--- config.mk ---
export PLATFORM = sky130hd
export DESIGN_NAME = lpcdma_periph
export DESIGN_NICKNAME = d
export VERILOG_FILES = /design/src/rtl/lpcdma_pkg.sv /design/src/rtl/lpcdma_fsm.sv /design/src/rtl/lpcdma_sync.sv /design/src/rtl/lpcdma_dpath.sv /design/src/rtl/lpcdma_periph.sv
export SDC_FILE = /design/constraint.sdc
export NUM_CORES = 1
export LEC_CHECK = 0
export BUFFER_PORTS_ARGS = -buffer_cell sky130_fd_sc_hd__buf_2
export CORE_UTILIZATION = 30
export CTS_CLUSTER_SIZE = 14
export DETAILED_ROUTE_END_ITERATION = 16
export PLACE_DENSITY = 0.52
export SLEW_MARGIN = 20
export SYNTH_ARGS = -nofsm -noshare
export SYNTH_HDL_FRONTEND = slang
export SYNTH_SLANG_ARGS = --single-unit
export TNS_END_PERCENT = 5
--- constraint.sdc ---
create_clock -name clk -period 5.43 [get_ports clk]
set_clock_uncertainty 0.1 [all_clocks]
set_input_delay 0.543 -clock clk [delete_from_list [all_inputs] [get_ports clk]]
set_output_delay 0.543 -clock clk [all_outputs]
set_load 0.03 [all_outputs]
--- src/rtl/lpcdma_pkg.sv ---
package lpcdma_pkg;

  localparam int NIB_W  = 4;
  localparam int BYTE_W = 8;
  localparam int CHAN_W = 3;
  localparam int IDX_W  = 2;

  typedef enum logic [3:0] {
    ST_IDLE, ST_CTYPE, ST_CHAN, ST_SIZE,
    ST_DIN_HI, ST_DIN_LO, ST_HTAR1, ST_HTAR2,
    ST_SYNC, ST_DOUT_HI, ST_DOUT_LO, ST_PTAR1, ST_PTAR2
  } dma_st_e;

  localparam logic [NIB_W-1:0] NIB_START  = 4'h0;
  localparam logic [NIB_W-1:0] NIB_ONES   = 4'hF;
  localparam logic [NIB_W-1:0] SYNC_READY = 4'h0;
  localparam logic [NIB_W-1:0] SYNC_SHORT = 4'h5;
  localparam logic [NIB_W-1:0] SYNC_LONG  = 4'h6;
  localparam logic [NIB_W-1:0] SYNC_MORE  = 4'h9;
  localparam logic [NIB_W-1:0] SYNC_ERR   = 4'hA;

  localparam logic [2:0] CT_TO_DEV  = 3'b100;
  localparam logic [2:0] CT_TO_HOST = 3'b101;

  // size nibble acceptable: upper bits clear and a defined byte count
  function automatic logic size_ok(input logic [NIB_W-1:0] n);
    return (n[3:2] == 2'b00) && (n[1:0] != 2'b10);
  endfunction

  // index of the final byte for a size code
  function automatic logic [IDX_W-1:0] size_last_idx(input logic [1:0] c);
    case (c)
      2'b00:   return 2'd0;
      2'b01:   return 2'd1;
      default: return 2'd3;
    endcase
  endfunction

  // wait nibble for the cnt-th wait clock of a SYNC window
  function automatic logic [NIB_W-1:0] wait_code(input int unsigned cnt,
                                                 input int unsigned lim);
    return (cnt < lim) ? SYNC_SHORT : SYNC_LONG;
  endfunction

  // completion nibble on acknowledge
  function automatic logic [NIB_W-1:0] done_code(input logic final_byte);
    return final_byte ? SYNC_READY : SYNC_MORE;
  endfunction

endpackage

--- src/rtl/lpcdma_fsm.sv ---
module lpcdma_fsm
  import lpcdma_pkg::*;
(
  input  logic             clk,
  input  logic             rst_n,
  input  logic             lframe_n,
  input  logic [NIB_W-1:0] lad_i,
  input  logic             sync_done,
  input  logic             sync_err,
  input  logic             sync_more,
  output dma_st_e          st,
  output logic             dir,
  output logic             lad_oe,
  output logic             ev_abort
);

  dma_st_e st_q, st_d;
  logic    dir_q;
  logic    more_q;
  logic    ct_valid;

  assign ct_valid = (lad_i[3:1] == CT_TO_DEV) || (lad_i[3:1] == CT_TO_HOST);
  assign ev_abort = !lframe_n && (st_q != ST_IDLE);

  always_comb begin
    st_d = st_q;
    case (st_q)
      ST_IDLE:    st_d = ST_IDLE;
      ST_CTYPE:   st_d = ct_valid ? ST_CHAN : ST_IDLE;
      ST_CHAN:    st_d = ST_SIZE;
      ST_SIZE:    st_d = size_ok(lad_i) ? (dir_q ? ST_HTAR1 : ST_DIN_HI) : ST_IDLE;
      ST_DIN_HI:  st_d = ST_DIN_LO;
      ST_DIN_LO:  st_d = ST_HTAR1;
      ST_HTAR1:   st_d = ST_HTAR2;
      ST_HTAR2:   st_d = ST_SYNC;
      ST_SYNC: begin
        if (sync_err)       st_d = ST_PTAR1;
        else if (sync_done) st_d = dir_q ? ST_DOUT_HI : ST_PTAR1;
      end
      ST_DOUT_HI: st_d = ST_DOUT_LO;
      ST_DOUT_LO: st_d = more_q ? ST_SYNC : ST_PTAR1;
      ST_PTAR1:   st_d = ST_PTAR2;
      ST_PTAR2:   st_d = (more_q && !dir_q) ? ST_DIN_HI : ST_IDLE;
      default:    st_d = ST_IDLE;
    endcase
    // a low frame strobe overrides every state, start nibble restarts
    if (!lframe_n)
      st_d = (lad_i == NIB_START) ? ST_CTYPE : ST_IDLE;
  end

  always_ff @(posedge clk or negedge rst_n) begin
    if (!rst_n) begin
      st_q   <= ST_IDLE;
      dir_q  <= 1'b0;
      more_q <= 1'b0;
    end else begin
      st_q <= st_d;
      if (st_q == ST_CTYPE)
        dir_q <= lad_i[1];
      if (st_q == ST_SIZE)
        more_q <= 1'b0;
      else if (sync_done || sync_err)
        more_q <= sync_more;
    end
  end

  assign st     = st_q;
  assign dir    = dir_q;
  assign lad_oe = (st_q == ST_SYNC) || (st_q == ST_DOUT_HI) ||
                  (st_q == ST_DOUT_LO) || (st_q == ST_PTAR1);

endmodule

--- src/rtl/lpcdma_sync.sv ---
module lpcdma_sync
  import lpcdma_pkg::*;
#(
  parameter int SHORT_WAITS = 7
) (
  input  logic             clk,
  input  logic             rst_n,
  input  logic             in_sync,
  input  logic             lframe_n,
  input  logic             ack_i,
  input  logic             fault_i,
  input  logic             final_byte,
  output logic [NIB_W-1:0] code,
  output logic             done,
  output logic             err,
  output logic             more
);

  localparam int WCNT_W = $clog2(SHORT_WAITS + 1);
  localparam logic [WCNT_W-1:0] WLIM = WCNT_W'(SHORT_WAITS);

  logic [WCNT_W-1:0] wcnt_q;
  logic              waiting;

  assign waiting = in_sync && !ack_i && !fault_i;
  assign err     = in_sync && lframe_n && fault_i;
  assign done    = in_sync && lframe_n && ack_i && !fault_i;
  assign more    = done && !final_byte;

  always_comb begin
    if (fault_i)    code = SYNC_ERR;
    else if (ack_i) code = done_code(final_byte);
    else            code = wait_code(32'(wcnt_q), SHORT_WAITS);
  end

  // counts wait clocks of the current window, saturating at the budget
  always_ff @(posedge clk or negedge rst_n) begin
    if (!rst_n)
      wcnt_q <= '0;
    else if (!in_sync)
      wcnt_q <= '0;
    else if (waiting && (wcnt_q < WLIM))
      wcnt_q <= wcnt_q + 1'b1;
  end

endmodule

--- src/rtl/lpcdma_dpath.sv ---
module lpcdma_dpath
  import lpcdma_pkg::*;
(
  input  logic              clk,
  input  logic              rst_n,
  input  dma_st_e           st,
  input  logic [NIB_W-1:0]  lad_i,
  input  logic [BYTE_W-1:0] rdata_i,
  input  logic              sync_done,
  input  logic [NIB_W-1:0]  sync_code,
  output logic [CHAN_W-1:0] chan,
  output logic              tc,
  output logic              final_byte,
  output logic [BYTE_W-1:0] wbyte,
  output logic [NIB_W-1:0]  lad_o
);

  logic [CHAN_W-1:0] chan_q;
  logic              tc_q;
  logic [IDX_W-1:0]  lastidx_q;
  logic [IDX_W-1:0]  bidx_q;
  logic [BYTE_W-1:0] wbyte_q;
  logic [BYTE_W-1:0] rbyte_q;

  always_ff @(posedge clk or negedge rst_n) begin
    if (!rst_n) begin
      chan_q    <= '0;
      tc_q      <= 1'b0;
      lastidx_q <= '0;
      bidx_q    <= '0;
      wbyte_q   <= '0;
      rbyte_q   <= '0;
    end else begin
      case (st)
        ST_CHAN: begin
          chan_q <= lad_i[CHAN_W-1:0];
          tc_q   <= lad_i[3];
        end
        ST_SIZE: begin
          lastidx_q <= size_last_idx(lad_i[1:0]);
          bidx_q    <= '0;
        end
        ST_DIN_HI: wbyte_q[7:4] <= lad_i;
        ST_DIN_LO: wbyte_q[3:0] <= lad_i;
        default: ;
      endcase
      if (sync_done) begin
        bidx_q  <= bidx_q + 1'b1;
        rbyte_q <= rdata_i;
      end
    end
  end

  assign final_byte = (bidx_q == lastidx_q) || tc_q;
  assign chan       = chan_q;
  assign tc         = tc_q;
  assign wbyte      = wbyte_q;

  always_comb begin
    case (st)
      ST_SYNC:    lad_o = sync_code;
      ST_DOUT_HI: lad_o = rbyte_q[7:4];
      ST_DOUT_LO: lad_o = rbyte_q[3:0];
      ST_PTAR1:   lad_o = NIB_ONES;
      default:    lad_o = '0;
    endcase
  end

endmodule

--- src/rtl/lpcdma_periph.sv ---
module lpcdma_periph
  import lpcdma_pkg::*;
#(
  parameter int SHORT_WAITS = 7
) (
  input  logic        clk,
  input  logic        rst_n,
  input  logic        lframe_n,
  input  logic [3:0]  lad_i,
  output logic [3:0]  lad_o,
  output logic        lad_oe,
  output logic        req_o,
  output logic        dir_o,
  output logic [2:0]  chan_o,
  output logic        tc_o,
  output logic [7:0]  wdata_o,
  input  logic [7:0]  rdata_i,
  input  logic        ack_i,
  input  logic        fault_i
);

  dma_st_e          st;
  logic             in_sync;
  logic             sync_done;
  logic             sync_err;
  logic             sync_more;
  logic             final_byte;
  logic [NIB_W-1:0] sync_code;
  logic             st_ptar1;
  logic             ev_abort;

  assign in_sync  = (st == ST_SYNC);
  assign st_ptar1 = (st == ST_PTAR1);
  assign req_o    = in_sync;

  lpcdma_fsm u_fsm (
    .clk       (clk),
    .rst_n     (rst_n),
    .lframe_n  (lframe_n),
    .lad_i     (lad_i),
    .sync_done (sync_done),
    .sync_err  (sync_err),
    .sync_more (sync_more),
    .st        (st),
    .dir       (dir_o),
    .lad_oe    (lad_oe),
    .ev_abort  (ev_abort)
  );

  lpcdma_sync #(.SHORT_WAITS(SHORT_WAITS)) u_sync (
    .clk        (clk),
    .rst_n      (rst_n),
    .in_sync    (in_sync),
    .lframe_n   (lframe_n),
    .ack_i      (ack_i),
    .fault_i    (fault_i),
    .final_byte (final_byte),
    .code       (sync_code),
    .done       (sync_done),
    .err        (sync_err),
    .more       (sync_more)
  );

  lpcdma_dpath u_dpath (
    .clk        (clk),
    .rst_n      (rst_n),
    .st         (st),
    .lad_i      (lad_i),
    .rdata_i    (rdata_i),
    .sync_done  (sync_done),
    .sync_code  (sync_code),
    .chan       (chan_o),
    .tc         (tc_o),
    .final_byte (final_byte),
    .wbyte      (wdata_o),
    .lad_o      (lad_o)
  );

endmodule

### After elaboration in Yosys (flattened, before gate mapping)

Index checks and enable logic that the tools add are counted.

* bits in registers: 33
* input bits: 17
* logic and storage cells: 82

* add/subtract/negate cells: 2
* order comparisons: 2
* equal/unequal tests: 19
* multiplexer cells: 23
* reduce and logical (&&, ||, !) cells: 25

Operators by type and width (number)
* case mux 4 bit (12 select lines): 1
* two-way mux 4 bit: 7
* equality test 4 bit, second input constant: 5
* equality test 4 x 3 -> 1 bit, second input constant: 4
* case mux 4 bit (4 select lines): 1
* two-way mux 2 bit: 7
* logical AND 1 bit: 10
* two-way mux 3 bit: 3
* equality test 4 x 2 -> 1 bit, second input constant: 2
* equality test 3 bit, second input constant: 2
* logical OR 1 bit: 6
* < comparator 3 bit, second input constant: 2
* equality test 4 x 1 -> 1 bit, second input constant: 1
* zero test 1 bit: 4
* zero test 2 bit: 2
* zero test 4 bit: 1
* inequality test 2 bit, second input constant: 2
* inequality test 4 bit, second input constant: 1
* case mux 2 bit (2 select lines): 1
* nonzero test 2 bit: 2
* adder 3 x 1 -> 3 bit, second input constant: 1
* two-way mux 1 bit: 3
* adder 2 x 1 -> 2 bit, second input constant: 1
* equality test 2 x 1 -> 1 bit, second input constant: 1
* equality test 2 bit: 1

### Depth between registers and ports, before layout

* depth in word-level cells: 8
* mapped depth: 8
* depth with buffers taken out: 6

### Cells and area by module

From an unflattened synthesis, not the netlist that was laid out.

* cell total of the unflattened synthesis: 148
* area total of the unflattened synthesis: 1806.7 um2

By module, submodules not included
* lpcdma_dpath: instances 1, cells each 74, area an instance 1139.8 um2, sequential area each 600.6 um2
* lpcdma_fsm: instances 1, cells each 49, area an instance 445.4 um2, sequential area each 150.1 um2
* lpcdma_sync: instances 1, cells each 24, area an instance 206.4 um2, sequential area each 75.1 um2
* lpcdma_periph: instances 1, cells each 1, area an instance 15.0 um2, sequential area each 0.0 um2

### Least setup slack after synthesis

Ideal clock, no wire load.

* path kind: flip-flop to output port
* start point: reg u_fsm.st_q[3], in the netlist u_fsm.st[3]
* end point: out lad_o[0]
* data arrival time: 1.629 ns
* data required time: 4.787 ns
* slack: 3.158 ns
* cell stages (with the launch flop): 7
* buffers on the path: 1
* cell sequence: dfrtp_1 buf_6 nand2b_4 or3_4 clkinv_2 o211ai_1 a31oi_1

* word-level cells in the longest chain between the ends: 2
* elaborated cells between the ends (all ways): 5
* those cells by class: eq/ne: 4; mux: 1

Ends and longest elaborated chain
* start: declaration: line lpcdma_fsm.sv:17 `dma_st_e st_q, st_d;`
* start signal: assignment: line lpcdma_fsm.sv:57 `st_q <= st_d;`
* equality test 4 bit
* net req_o: line lpcdma_periph.sv:12 `output logic req_o,`
* case mux 4 bit (4 select lines): line lpcdma_dpath.sv:60 `case (st)`
* end: declaration: line lpcdma_periph.sv:10 `output logic [3:0] lad_o,`

The timed path passes the listed nets, and every way through them passes these cells.

### Worst setup path after layout

* start point: reg u_fsm.st_q[2], in the netlist u_fsm.st[2]
* end point: out lad_o[0]

* word-level cells in the longest chain between the ends: 2
* elaborated cells between the ends (all ways): 5
* those cells by class: eq/ne: 4; mux: 1

Ends and longest elaborated chain (line)
* equality test 4 bit: lpcdma_dpath.sv:60
* case mux 4 bit (4 select lines) *: lpcdma_dpath.sv:60

Every way passes the cells marked *; elsewhere a longest branch is shown, timed or not.

==> run_results.csv <==
group,metric,value,unit
drt,ant_nets,0,
global_route,grt_max_degree,34,
floorplan,ios,36,
logic_synthesis,yosysMostFrequentCell,"dfrtp_1",
sta,max_freq,0.390,GHz
logic_synthesis,syn_area,0.00166,sq mm
worst_setup_path,cp.required,4790,ps
floorplan,start_util,0.317,
clocking,cts_tree,"done",
worst_setup_path,worstSetupEndpointType,"output pin",
layout,drive_above_1_share,0.369,
clocking,cts-root-buf,"clkbuf_8",
worst_setup_path,crit_fanout,11,
clocking,clk_pin_slew,70,ps
sta,finalHoldViolCount,0,
sta,fin_crit,2570,ps
logic_synthesis,ys_ff_latch,33,
logic_synthesis,synth.area.top_cells,"dfrtp_1 50%, mux2_2 9.5%, mux2_4 7.2%",
sta,tns,0,ps
clocking,clock_latency,280,ps
clocking,htree_levels,2,
clocking,cts-resized-gates,0,
worst_hold_path,hold_class,"in2async",
floorplan,fp.coreArea,0.00524,sq mm
floorplan,rows,26,
drt,wl_per_cell,14.3,um
logic_synthesis,synth_nets,167,
clocking,cts_buffer_depth,2,
drt,via_count,1266,
drt,drtPass1Iterations,4,
logic_synthesis,yosysWarnings,0,
logic_synthesis,seq_area_frac_synth,0.497,
place,gp_congestion,0.759,
logic_synthesis,netlist_instances,149,
layout,fin_nets,204,
pwr,ir_worst_vdd,0.120,mV
pwr,p_leak,0.994,nW
global_route,antenna_found_initial,0,
sta,grt_setup_unrepaired,"false",
logic_synthesis,synth_edf_count,0,
worst_setup_path,worstSetupPathType,"reg2out",
sta,period_share,0.473,
sta,relSlewSlack,0.428,
global_route,grt_pass1_vias,1271,
global_route,overflow,0,
place,dp_hpwl,2.61,mm
floorplan,die_x,76.5,um
sta,maxSlewViolCount,0,
clocking,cts_hold_buf,0,
place,portBuffers,35,
layout,area_delta_synth_final,20.9,%
logic_synthesis,synth_top_area_share,0.497,
clocking,cts_made_buffers,5,
worst_setup_path,cp.arrival,1920,ps
logic_synthesis,yosys.cell_types.count,39,
logic_synthesis,ys_async_sr_fraction,1.00,
drt,via_per_inst,4.93,
logic_synthesis,synth_flop_cell,"dfrtp_1",
worst_setup_path,startpoint_type,"register",
run,drv_cap,0,
global_route,globalRouteTotalUtil,0.136,
layout,n_antenna_cell,0,
logic_synthesis,synthTopCellsByCount,"33 x dfrtp_1, 14 x mux2_2, 13 x nand2_1",
status,status,"complete, no violations",
floorplan,die_area,0.00584,sq mm
clocking,cts_num_sinks,33,
worst_setup_path,reg2regPathDepth,5,
sta,max_slew.worst_pin.slew,852,ps
pwr,powerDensity,259,mW/mm^2
drt,wl,3.67,mm
drt,post-route-drc-count,0,
logic_synthesis,synth_area_per_cell,11.2,sq um
pwr,power,0.521,mW
clocking,post_cts_buffers,0,
global_route,grt_pass1_wl,6.27,mm
logic_synthesis,yosys.area.top_type,"dfrtp_1",
drt,drtIter0Drc,56,
floorplan,die_y,76.5,um
sta,setup_viol,0,
per-layer routing:
metal | share of wire | up-vias | wire length [um] | global-route usage
met5 | 0 | - | 0 | 0
met3 | 0.041 | 4 | 149 | 0.0395
met1 | 0.51 | 619 | 1890 | 0.187
li1 | - | 617 | - | -
met2 | 0.43 | 26 | 1600 | 0.203
met4 | 0.011 | 0 | 40 | 0.0462
critical path, cell delays in order, from the launching register on:
cell      delay, ps
dfrtp_1         490
nand2b_4        220
or3_4           370
clkinv_2        110
o211ai_1         90
a31oi_1         140
buf_2           210
per-stage QoR:
step           utilization  cells  cell area, sq um  hold slack [ps]  setup WS [ps]
6_report             0.384    257              2010              222           2860
3_3_place_gp         0.361    249              1890              385           3050
2_1_floorplan            -    149              1660              147           3160
5_1_grt              0.384    257              2010              282           2760
3_5_place_dp         0.361    249              1890              391           3080
4_1_cts              0.384    257              2010              247           2840
sequential cells by signal, indices dropped and copies added, names as in the netlist:
| register | flops |
|---|---|
| u_dpath.rbyte_q | 8 |
| u_dpath.wbyte | 8 |
| u_dpath.chan | 3 |
| u_fsm.st | 4 |
| u_sync.wcnt_q | 3 |
| u_fsm.more_q | 1 |
| u_dpath.lastidx_q | 2 |
| u_fsm.dir | 1 |
| u_dpath.tc | 1 |
| u_dpath.bidx_q | 2 |
kinds of logic (layout without fill, tap and decap cells):
family,Yosys count,count (layout),synth area share
simple gates,42,42,0.134
compound gates,38,38,0.145
flops,33,33,0.497
mux,23,23,0.173
buf+inv,10,48,0.0331
xor+xnor,2,2,0.0105
fa+ha+maj,1,1,0.00752
cells in the final DEF, fill, tap and decap left out, types with 2 or more instances in the layout:
master and n:
a21oi_1 12, nor2_1 10, dfrtp_1 33, o21ai_0 8, a211oi_1 2, mux2_4 8, buf_2 35, a31oi_1 2
nor3_1 6, nand2b_1 3, nand2_1 13, mux2_2 14, a21o_1 2, nor4b_1 2, inv_1 4, xnor2_1 2
o211ai_1 3, clkbuf_8 6
layout make-up:
cell class / instances / area [sq um]
Timing Repair Buffer: 35 / 175
Multi-Input combinational cell: 106 / 782
Clock buffer: 6 / 82.6
Clock inverter: 2 / 37.5
Sequential cell: 33 / 826
Fill cell: 520 / 3230
Tap cell: 70 / 87.6
Inverter: 5 / 20.0
report_power, final:
part / switching [mW] / leakage, nW / internal (mW)
registers: 0.00338 / 0.454 / 0.248
clock network: 0.0924 / 0.0574 / 0.149
logic: 0.0189 / 0.482 / 0.00936
total: 0.115 / 0.994 / 0.406
final timing paths:
kind / start / endpoint / slack, ps
hold / removal: rst_n / u_dpath.rbyte_q[4]$_DFFE_PN0P_ / 220
min in group clk: rdata_i[3] / u_dpath.rbyte_q[3]$_DFFE_PN0P_ / 380
hold reg to reg: u_dpath.wbyte[1]$_DFFE_PN0P_ / u_dpath.wbyte[1]$_DFFE_PN0P_ / 400
max in group asynchronous: rst_n / u_fsm.st[2]$_DFFE_PN0P_ / 4530
setup / recovery: u_fsm.st[2]$_DFFE_PN0P_ / lad_o[0] / 2860
setup reg to reg: u_fsm.st[2]$_DFFE_PN0P_ / u_dpath.rbyte_q[2]$_DFFE_PN0P_ / 3080
Power figures use the tool's default switching activity.
